==> src/rtl/ocp_pkg.sv <==
// Shared types for the overcurrent hiccup sequencer.
// Assumes: a state fits in three bits and the codes are fixed for test.
package ocp_pkg;
    typedef enum logic [2:0] {
        ST_IDLE    = 3'd0,
        ST_ON      = 3'd1,
        ST_LIMIT   = 3'd2,
        ST_OFFWAIT = 3'd3,
        ST_RETRY   = 3'd4
    } ocp_state_e;
endpackage

==> src/rtl/ocp_oc_filter.sv <==
// Overcurrent flag conditioner: a synchronizer chain followed by a
// two-sample confirmation, so that a one-cycle glitch is never accepted.
// Assumes: oc_raw is asynchronous to clk; SYNC_STAGES >= 2.
module ocp_oc_filter #(
    parameter int SYNC_STAGES = 2
) (
    input  logic clk,
    input  logic rst_n,
    input  logic oc_raw,
    output logic oc_q
);
    logic [SYNC_STAGES:0] chain;

    // Shift the raw flag through the sync stages plus one confirm stage.
    always_ff @(posedge clk) begin
        if (!rst_n) chain <= '0;
        else        chain <= {chain[SYNC_STAGES-1:0], oc_raw};
    end

    // Confirmed only when the last two samples are both high.
    assign oc_q = chain[SYNC_STAGES] & chain[SYNC_STAGES-1];
endmodule

==> src/rtl/ocp_timebase.sv <==
// Millisecond prescaler: counts strobe cycles and emits one tick per
// TICKS_PER_MS strobes; restarts at phase zero when the sequencer changes state.
// Assumes: TICKS_PER_MS >= 1.
module ocp_timebase #(
    parameter int TICKS_PER_MS = 1
) (
    input  logic clk,
    input  logic rst_n,
    input  logic strobe,
    input  logic restart,
    output logic ms_tick
);
    localparam int PW = (TICKS_PER_MS > 1) ? $clog2(TICKS_PER_MS) : 1;
    localparam logic [PW-1:0] PLAST = PW'(TICKS_PER_MS - 1);

    logic [PW-1:0] presc;

    assign ms_tick = strobe && (presc == PLAST);

    // Advance the phase on each strobe, wrapping at the millisecond boundary.
    always_ff @(posedge clk) begin
        if (!rst_n)       presc <= '0;
        else if (restart) presc <= '0;
        else if (strobe)  presc <= (presc == PLAST) ? '0 : presc + 1'b1;
    end
endmodule

==> src/rtl/ocp_fsm.sv <==
// Hiccup state machine: ON -> LIMIT on a confirmed overload, LIMIT/RETRY ->
// OFF_WAIT when the window expires under overload, OFF_WAIT -> RETRY after
// the cool-down. A low enable wins over everything.
// Assumes: ms_tick is one cycle per elapsed millisecond; windows >= 1 ms.
module ocp_fsm
    import ocp_pkg::*;
#(
    parameter int LIMIT_MS = 10,
    parameter int RETRY_MS = 100
) (
    input  logic       clk,
    input  logic       rst_n,
    input  logic       en,
    input  logic       oc_q,
    input  logic       ms_tick,
    output ocp_state_e state,
    output logic       restart
);
    localparam int MAXW = (RETRY_MS > LIMIT_MS) ? RETRY_MS : LIMIT_MS;
    localparam int CW   = $clog2(MAXW + 1);

    ocp_state_e    st_nxt;
    logic [CW-1:0] ms_cnt;
    logic [CW-1:0] win_last;
    logic          timed;
    logic          done;

    assign timed = (state == ST_LIMIT) || (state == ST_OFFWAIT) || (state == ST_RETRY);

    // Select the final millisecond index of the current window.
    always_comb begin
        win_last = (state == ST_OFFWAIT) ? CW'(RETRY_MS - 1) : CW'(LIMIT_MS - 1);
    end

    assign done = ms_tick && (ms_cnt == win_last);

    // Next-state decision; enable low has top priority.
    always_comb begin
        st_nxt = state;
        if (!en) begin
            st_nxt = ST_IDLE;
        end else begin
            case (state)
                ST_IDLE:    st_nxt = ST_ON;
                ST_ON:      if (oc_q) st_nxt = ST_LIMIT;
                ST_LIMIT,
                ST_RETRY:   if (!oc_q) st_nxt = ST_ON;
                            else if (done) st_nxt = ST_OFFWAIT;
                ST_OFFWAIT: if (done) st_nxt = ST_RETRY;
                default:    st_nxt = ST_IDLE;
            endcase
        end
    end

    assign restart = (st_nxt != state);

    // State register.
    always_ff @(posedge clk) begin
        if (!rst_n) state <= ST_IDLE;
        else        state <= st_nxt;
    end

    // Millisecond counter for the timed states; cleared on every transition.
    always_ff @(posedge clk) begin
        if (!rst_n)                ms_cnt <= '0;
        else if (restart)          ms_cnt <= '0;
        else if (ms_tick && timed) ms_cnt <= ms_cnt + 1'b1;
    end
endmodule

==> src/rtl/ocp_hiccup_ctrl.sv <==
// Top level of the overcurrent hiccup sequencer: conditions the comparator
// flag, derives milliseconds from the strobe and runs the retry state machine.
// Assumes: synchronous active-low reset; ms_tick is synchronous to clk.
module ocp_hiccup_ctrl
    import ocp_pkg::*;
#(
    parameter int LIMIT_MS     = 10,
    parameter int RETRY_MS     = 100,
    parameter int TICKS_PER_MS = 1,
    parameter int SYNC_STAGES  = 2
) (
    input  logic       clk,
    input  logic       rst_n,
    input  logic       en,
    input  logic       oc_raw,
    input  logic       ms_tick,
    output logic       reg_on,
    output logic       limit_active,
    output logic       fault,
    output logic [2:0] state_o
);
    logic       oc_q;
    logic       ms_pulse;
    logic       restart;
    ocp_state_e state;

    ocp_oc_filter #(.SYNC_STAGES(SYNC_STAGES)) i_filter (
        .clk(clk), .rst_n(rst_n), .oc_raw(oc_raw), .oc_q(oc_q)
    );

    ocp_timebase #(.TICKS_PER_MS(TICKS_PER_MS)) i_timebase (
        .clk(clk), .rst_n(rst_n), .strobe(ms_tick), .restart(restart), .ms_tick(ms_pulse)
    );

    ocp_fsm #(.LIMIT_MS(LIMIT_MS), .RETRY_MS(RETRY_MS)) i_fsm (
        .clk(clk), .rst_n(rst_n), .en(en), .oc_q(oc_q), .ms_tick(ms_pulse),
        .state(state), .restart(restart)
    );

    // Output decode from the state register.
    always_comb begin
        reg_on       = (state == ST_ON) || (state == ST_LIMIT) || (state == ST_RETRY);
        limit_active = (state == ST_LIMIT) || (state == ST_RETRY);
        fault        = (state == ST_LIMIT) || (state == ST_OFFWAIT) || (state == ST_RETRY);
        state_o      = state;
    end
endmodule

==> config.mk <==
export PLATFORM = sky130hd
export DESIGN_NAME = ocp_hiccup_ctrl
export DESIGN_NICKNAME = d
export VERILOG_FILES = /design/src/rtl/ocp_pkg.sv /design/src/rtl/ocp_oc_filter.sv /design/src/rtl/ocp_timebase.sv /design/src/rtl/ocp_fsm.sv /design/src/rtl/ocp_hiccup_ctrl.sv
export SDC_FILE = /design/constraint.sdc
export NUM_CORES = 1
export LEC_CHECK = 0
export CELL_PAD_IN_SITES_DETAIL_PLACEMENT = 1
export CELL_PAD_IN_SITES_GLOBAL_PLACEMENT = 1
export CORE_MARGIN = 5
export CORE_UTILIZATION = 40
export DETAILED_ROUTE_END_ITERATION = 7
export PLACE_DENSITY_LB_ADDON = 0.1
export SLEW_MARGIN = 10
export SYNTH_ARGS = -nofsm -noshare
export SYNTH_HDL_FRONTEND = slang
export SYNTH_HIERARCHICAL = 1
export SYNTH_SLANG_ARGS = --single-unit
==> constraint.sdc <==
create_clock -name clk -period 2.2 [get_ports clk]
set_input_delay 0.44 -clock clk [delete_from_list [all_inputs] [get_ports clk]]
set_output_delay 0.44 -clock clk [all_outputs]
set_load 0.02 [all_outputs]
**Word level (Yosys, flattened, before mapping)**

Cells that the tools add are included.

- Bitwise gates (word level): 3
- $mul: 0
- Magnitude comparators: 0
- Add/subtract/negate cells: 2
- Divide/modulo/power cells: 0
- Eq/ne operators: 6
- Mux-type cells: 8
- Reductions and logical operators: 11
- Shifts and indexed selects: 0

Operator list:

| cell | number |
|---|---|
| $mux W3 | 5 |
| $pmux W3 S4 | 1 |
| $add A7 B1 Y7 const B | 1 |
| $eq A7 B7 Y1 | 1 |
| $mux W7 | 1 |
| $eq A3 B2 Y1 const B | 2 |
| $logic_or A1 B1 Y1 | 5 |
| $reduce_or A2 Y1 | 2 |
| $eq A3 B1 Y1 const B | 1 |
| $eq A3 B3 Y1 const B | 1 |
| $logic_and A1 B1 Y1 | 3 |
| $logic_not A3 Y1 | 1 |
| $ne A3 B3 Y1 | 1 |
| $not A1 Y1 | 2 |
| $add A1 B1 Y1 const B | 1 |
| $and A1 B1 Y1 | 1 |
| $mux W1 | 1 |

- Memories kept: 0
- RAM bits: 0
- Bits in read-only memories: 0
- Latch bits: 0
- Flip-flop bits (word level): 14
- Logic and storage cells: 34
- Output and inout bits: 6

**Depth between registers and ports, before layout**

Gate-level depths: netlist of run 1.

- Word-level depth: 10
- Gate-level depth with buffers: 7
- Gate-level depth less buffers: 6

**Hierarchy**

Netlist of run 1, hierarchy kept.

Modules (own cells, without submodules):

| module | area an instance (sq um) | times used | cells an instance |
|---|---|---|---|
| ocp_fsm | 735.7 | 1 | 88 |
| ocp_oc_filter | 85.1 | 1 | 7 |
| ocp_hiccup_ctrl | 43.8 | 1 | 7 |
| ocp_timebase | 7.5 | 1 | 1 |

**Worst setup path after synthesis of run 1**

OpenSTA, ideal clock, no wires.

- Path type: flip-flop to flip-flop
- Start point: register i_fsm.state[2]
- End point: register i_fsm.ms_cnt[1]
- Arrival: 1.659 ns
- Setup slack: 0.426 ns
- Cell stages (with the launch flop): 6
- Data required time: 2.084 ns
- Buffers on the path: 1
- Period minus slack after synthesis: 1.774 ns
- Setup time: 0.116 ns
- Path through: dfxtp_1 -> buf_4 -> nor3b_1 -> o21a_1 -> mux2_1 -> and3_1

- Longest elaborated chain between the ends: 10

Ends and longest elaborated chain:

| element | RTL line | source |
|---|---|---|
| start: declaration | ocp_fsm.sv:16 | `output ocp_state_e state,` |
| start signal: assignment | ocp_fsm.sv:60 | `else state <= st_nxt;` |
| $eq A3 B2 Y1 | ocp_fsm.sv:28, ocp_fsm.sv:32, ocp_fsm.sv:43 |  |
| $mux W7 | ocp_fsm.sv:32 | `win_last = (state == ST_OFFWAIT) ? CW'(RETRY_MS - 1) : CW'(LIMIT_MS - 1);` |
| $eq A7 B7 Y1 | ocp_fsm.sv:35 | `assign done = ms_tick && (ms_cnt == win_last);` |
| $logic_and A1 B1 Y1 | ocp_fsm.sv:35 |  |
| $mux W3 | ocp_fsm.sv:48 | `else if (done) st_nxt = ST_OFFWAIT;` |
| $mux W3 | ocp_fsm.sv:47 | `ST_RETRY: if (!oc_q) st_nxt = ST_ON;` |
| $pmux W3 S4 | ocp_fsm.sv:43 | `case (state)` |
| $mux W3 | ocp_fsm.sv:40 | `if (!en) begin` |
| $ne A3 B3 Y1 | ocp_fsm.sv:55 | `assign restart = (st_nxt != state);` |
| $reduce_or A2 Y1 (no source line) | -- |  |
| end signal: assignment | ocp_fsm.sv:67 | `else if (ms_tick && timed) ms_cnt <= ms_cnt + 1'b1;` |
| end: declaration | ocp_fsm.sv:23 | `logic [CW-1:0] ms_cnt;` |

Parallel ways exist; a longest one is shown, timed or not.
A chain may end at the register's enable or synchronous reset.

**Worst setup path after layout of run 1**

- Start point: register i_fsm.state[2]
- End point: output limit_active

- Longest elaborated chain between the ends: 2

Ends and longest elaborated chain:

| element | RTL line | source |
|---|---|---|
| $eq A3 B2 Y1 or $eq A3 B3 Y1 (tied branches) | ocp_hiccup_ctrl.sv:43 | `limit_active = (state == ST_LIMIT) \|\| (state == ST_RETRY);` |
| $logic_or A1 B1 Y1 * | ocp_hiccup_ctrl.sv:43 |  |
| end: declaration | ocp_hiccup_ctrl.sv:18 | `output logic limit_active,` |

Every way passes the cells marked *; elsewhere a longest branch is shown, timed or not.

==> results of run 1 <==
[registers in the layout, summed over array words and instances, names as in the netlist]
name and cells:
i_filter/chain 3, i_fsm/ms_cnt 7, i_fsm/state 3
[where the power goes]
part           total [uW]  internal [uW]  switching (uW)  leakage (uW)
combinational        43.6           21.6            22.0      0.000302
clock                 146           70.2            76.0     0.0000150
sequential            240            238            2.27      0.000105
[critical path: stages, from the launching register on]
cell and delay, ns:
dfxtp_1 0.33, buf_4 0.22, xnor2_1 0.09, nor2_1 0.08, clkdlybuf4s50_1 0.60
[timing repair]
item                                   CTS  global route
setup endpoints to repair                2             0
endpoints found under the hold margin    0             0
gates resized for setup                  2             0
buffers inserted                         0             0
[metal layers]
layer / vias up / share of wire / wire length [microns] / GRT usage
met1: 396 / 0.50 / 1080 / 0.192
li1: 400 / - / - / -
met3: 2 / 0.038 / 82 / 0.0321
met4: 0 / 0.0032 / 7 / 0.0508
met5: - / 0 / 0 / 0
met2: 15 / 0.46 / 990 / 0.239
[metrics by stage]
| stage | hold WS [ns] | total power (uW) |
|---|---|---|
| 2_1_floorplan | 0.406 | 268 |
| 3_3_place_gp | 0.423 | 289 |
| 3_5_place_dp | 0.418 | 290 |
| 4_1_cts | 0.441 | 437 |
| 5_1_grt | 0.444 | 453 |
| 6_report | 0.435 | 430 |
[path summary, 6_finish.rpt]
path                                                    from                            to  slack, ns
worst max-delay path               i_fsm/state[2]$_SDFF_PN0_                  limit_active       0.17
worst min-delay path            i_filter/chain[0]$_SDFF_PN0_  i_filter/chain[1]$_SDFF_PN0_       0.43
worst max register to register     i_fsm/state[1]$_SDFF_PN0_  i_fsm/ms_cnt[1]$_SDFFE_PP0P_       0.33
worst min register to register  i_filter/chain[0]$_SDFF_PN0_  i_filter/chain[1]$_SDFF_PN0_       0.43
[cell usage in the layout, fill, tap and decap left out, types with 2 or more instances in the layout]
| cell type | instances |
|---|---|
| dlygate4sd2_1 | 2 |
| mux2i_1 | 2 |
| xnor2_1 | 7 |
| inv_1 | 3 |
| clkdlybuf4s50_1 | 8 |
| nand2_1 | 10 |
| buf_4 | 5 |
| a21oi_1 | 3 |
| and2_1 | 5 |
| nor4_2 | 2 |
| dfxtp_1 | 13 |
| o21ai_1 | 2 |
| and3_1 | 9 |
| nor2b_1 | 2 |
| nand4_1 | 3 |
| nand3b_1 | 2 |
| o21ai_0 | 3 |
| clkbuf_4 | 3 |
| nor2_1 | 6 |
| a31oi_1 | 2 |
[layout make-up]
| type | instances | area (sq um) |
|---|---|---|
| clock buffer | 4 | 26.3 |
| fill | 256 | 988 |
| inverter | 3 | 11.3 |
| multi-input combinational | 81 | 567 |
| sequential | 13 | 260 |
| tap | 27 | 33.8 |
| timing repair buffer | 15 | 135 |
==> results_dict.tcl, run 1 <==
set metrics [dict create \
    status "completed" \
    worstSetupPathType "reg -> out" \
    ant_nets 0 \
    num_vias 813 \
    wl_microns 2160 \
    first_pass_iters 4 \
    clock.fmax_mhz 493 \
    detail_route.wl_per_cell_microns 15.1 \
    grt_max_degree 19 \
    drcViolationCount 0 \
    final_cell_area_sq_um 1030 \
    drtIter0Drc 10 \
    numCtsBuffers 3 \
    placed_cell_area_sq_um 1010 \
    cts_tree "yes" \
    diodes 0 \
    place_congestion 0.790 \
    post_layout_nonfiller_instances 143 \
    slew_viol_final 0 \
    grt_first_pass_wirelength_microns 3770 \
    fin_crit_ns 2.03 \
    grt_use_total 0.148 \
    fin_util 0.511 \
    fp.dieH_microns 56.6 \
    crit_path_end_kind "primary output" \
    dp_cells 139 \
    timing.final.ws_setup_ns 0.172 \
    nets 123 \
    post_drt_via_cell_ratio 5.69 \
    hold_buffers 0 \
    avgSynthCellArea_sq_um 8.51 \
    p_leak_uw 0.000422 \
    die-area_sq_um 3200 \
    layout-drive-gt1-share 0.129 \
    cp.required_ns 1.76 \
    die_w_microns 56.6 \
    start_kind "flop" \
    grt_pass1_vias 821 \
    slew_headroom 0.733 \
    dp_slack_ns 0.0194 \
    synth_area_sq_um 868 \
    synthCells 102 \
    tns_ns 0 \
    fp.coreArea_sq_um 2020 \
    dp_hpwl_microns 1570 \
    io_buffer_count 10 \
    clock-sinks 13 \
    hold_viol 0 \
    num_io_pins 11 \
    holdPathStages 1 \
    clockBufferDepth 2 \
    synth_nets 108 \
    htreeDepth 1 \
    min_path_type "reg -> reg" \
    finalClockSkew_ns 0.00464 \
    drv_cap 0 \
    powerDensity_nw_per_um2 416 \
    crit_fanout 18 \
    worstMarginPinSlew_ns 0.399 \
    rsz0062_at_grt "false" \
    yosysWarnings 6 \
    clk_pin_slew_worst_paths_ns 0.07 \
    root_buffer "clkbuf_4" \
    setup_violations 0 \
    fin_crit_sh 0.922 \
    arrival_ns 1.59 \
    core.rowCount 16 \
    start_util 0.429 \
    reg2reg_depth 7 \
    grt_overflow 0 \
    antenna_found_initial 0 \
    synthToLayoutAreaGrowth_pct 19.0 \
    insertion_delay_ns 0.27 \
    irDropWorstVdd_uv 329 \
]
(Power assumes the default switching activity.)
==> run 2, diff against run 1 <==
==> constraint.sdc (replaced) <==
create_clock -name clk -period 2.2 [get_ports clk]
set_input_delay 0.33 -clock clk [delete_from_list [all_inputs] [get_ports clk]]
set_output_delay 0.33 -clock clk [all_outputs]
set_load 0.02 [all_outputs]
==> run 2 against run 1 <==
Worst hold slack better by 0.0067 ns. Routed wire length shrank 3.7%. Combinational power fell by 6.7%. Final cell count down 1.4%. First-iteration DRC count up 80%. Critical path type unchanged. Largest cell class unchanged. Largest power group unchanged.
==> results_dict.tcl, run 2 (synthesized netlist as in run 1, its figures left out) <==
set metrics [dict create \
    powerDensity_nw_per_um2 417 \
    core.rowCount 16 \
    num_vias 786 \
    n_fill_cell 243 \
    die_w_microns 56.6 \
    grt_first_pass_wirelength_microns 3360 \
    fin_crit_ns 2.12 \
    clk_pin_slew_worst_paths_ns 0.08 \
    die-area_sq_um 3200 \
    fin_crit_sh 0.965 \
    finalClockSkew_ns 0.00279 \
    clock.fmax_mhz 471 \
    hold_buffers 0 \
    diodes 0 \
    min_path_type "reg -> reg" \
    fp.dieH_microns 56.6 \
    switchingPower_uw 98.8 \
    antenna_found_initial 0 \
    drtIter0Drc 18 \
    post_drt_via_cell_ratio 5.57 \
    combPwrFrac 0.095 \
    start_kind "flop" \
    num_io_pins 11 \
    largest_register "i_fsm/ms_cnt" \
    worstSetupPathType "reg -> out" \
    max_stage_delay_ns 0.62 \
    tns_ns 0 \
    first_pass_iters 4 \
    clock-sinks 13 \
    irDropWorstVdd_uv 253 \
    drv_cap 0 \
    clockBufferDepth 2 \
    drcViolationCount 0 \
    htreeDepth 1 \
    clockPowerShare 0.340 \
    rsz0062_at_grt "false" \
    hold_viol 0 \
    crit_fanout 6 \
    reg_top3 "i_fsm/ms_cnt x7, i_filter/chain x3, i_fsm/state x3" \
    post_cts_buffers 0 \
    ant_nets 0 \
    p_total_uw 427 \
    numCtsBuffers 3 \
    cts_tree "yes" \
    slew_headroom 0.731 \
    setup_violations 0 \
    nets 121 \
    start_util 0.429 \
    largest_reg_flops 7 \
    p_sw_frac 0.231 \
    dp_hpwl_microns 1570 \
    p_seq_frac 0.564 \
    synthToLayoutAreaGrowth_pct 18.0 \
    cts_resized 0 \
    cp.required_ns 1.87 \
    slowest_stage "clkdlybuf4s50_1" \
    insertion_delay_ns 0.27 \
    grt_pass1_vias 734 \
    worstMarginPinSlew_ns 0.403 \
    layout-drive-gt1-share 0.123 \
    root_buffer "clkbuf_4" \
    slew_viol_final 0 \
    detail_route.wl_per_cell_microns 14.7 \
    grt_max_degree 16 \
    layout_commonest_cell "dfxtp_1" \
    intPower_uw 328 \
    place_congestion 0.753 \
    io_buffer_count 10 \
    path_cells "or3b_1 -> o21ai_0 -> clkdlybuf4s50_1" \
    arrival_ns 1.79 \
    layout_common_cells "dfxtp_1, nand2_1, and3_1, clkdlybuf4s50_1, xnor2_1" \
    status "completed" \
    wl_microns 2080 \
    fp.coreArea_sq_um 2020 \
    holdPathStages 1 \
    reg2reg_depth 6 \
    crit_path_end_kind "primary output" \
    p_leak_uw 0.000423 \
    grt_use_total 0.130 \
    grt_overflow 0 \
]
run 2: changes by cell type in the layout (fill, tap and decap cells not counted), sizes merged:
cell / before / now
dlygate4sd2: 2 / 0
clkdlybuf4s50: 8 / 9
buf: 5 / 3
dlymetal6s2s: 0 / 1
run 2: area by class of cell:
class	instances	area, sq um	area share
sequential	13	262	0.255
timing repair buffer	13	125	0.122
multi-input combinational	81	567	0.553
tap	27	33.8	0.0330
clock buffer	4	26.3	0.0256
inverter	3	11.3	0.0110
run 2: path summary, 6_finish.rpt:
path	from	slack [ns]	to
worst min register to register	i_filter/chain[0]$_SDFF_PN0_	0.44	i_filter/chain[1]$_SDFF_PN0_
worst max register to register	i_fsm/state[2]$_SDFF_PN0_	0.32	i_fsm/ms_cnt[0]$_SDFFE_PP0P_
worst min-delay path	i_filter/chain[0]$_SDFF_PN0_	0.44	i_filter/chain[1]$_SDFF_PN0_
worst max-delay path	i_fsm/state[2]$_SDFF_PN0_	0.08	reg_on
run 2: critical path, delay by kind of cell, from the launching register on:
family | cells | cell delay (ns)
AOI/OAI and AO/OA | 1 | 0.08
buffers and inverters | 1 | 0.62
DFF | 1 | 0.43
and+or+nand+nor | 1 | 0.39
run 2: through the flow:
stage	instance area (sq um)	util	hold WS, ns	cells	setup WS, ns
detailed placement	995	0.492	0.421	137	0.0987
CTS	1020	0.505	0.446	141	0.0383
floorplan	868	-	0.406	102	0.426
global placement	995	0.492	0.419	137	0.190
global route	1020	0.507	0.462	141	0.0103
finish	1020	0.507	0.441	141	0.0766
run 2: per-layer routing:
layer  share of wire  global-route usage  wire length (microns)
met5               0                   0                      0
met4          0.0063              0.0407                     13
met3           0.036              0.0298                     75
met2            0.44               0.191                    917
met1            0.52               0.186                   1070
run 2: power groups by stage:
stage               clock network, uW  logic [uW]  registers, uW
global route                      168        43.7            242
global placement                    0        39.8            246
finish                            145        40.7            241
detailed placement                  0        40.7            246
floorplan                           0        21.0            247
CTS                               154        40.9            241
==> run 3, diff against run 2 <==
- HOLD_SLACK_MARGIN: unset -> 0.02
==> results of run 3 <==
The final DEF is identical to that of run 2; final timing and power are the same.
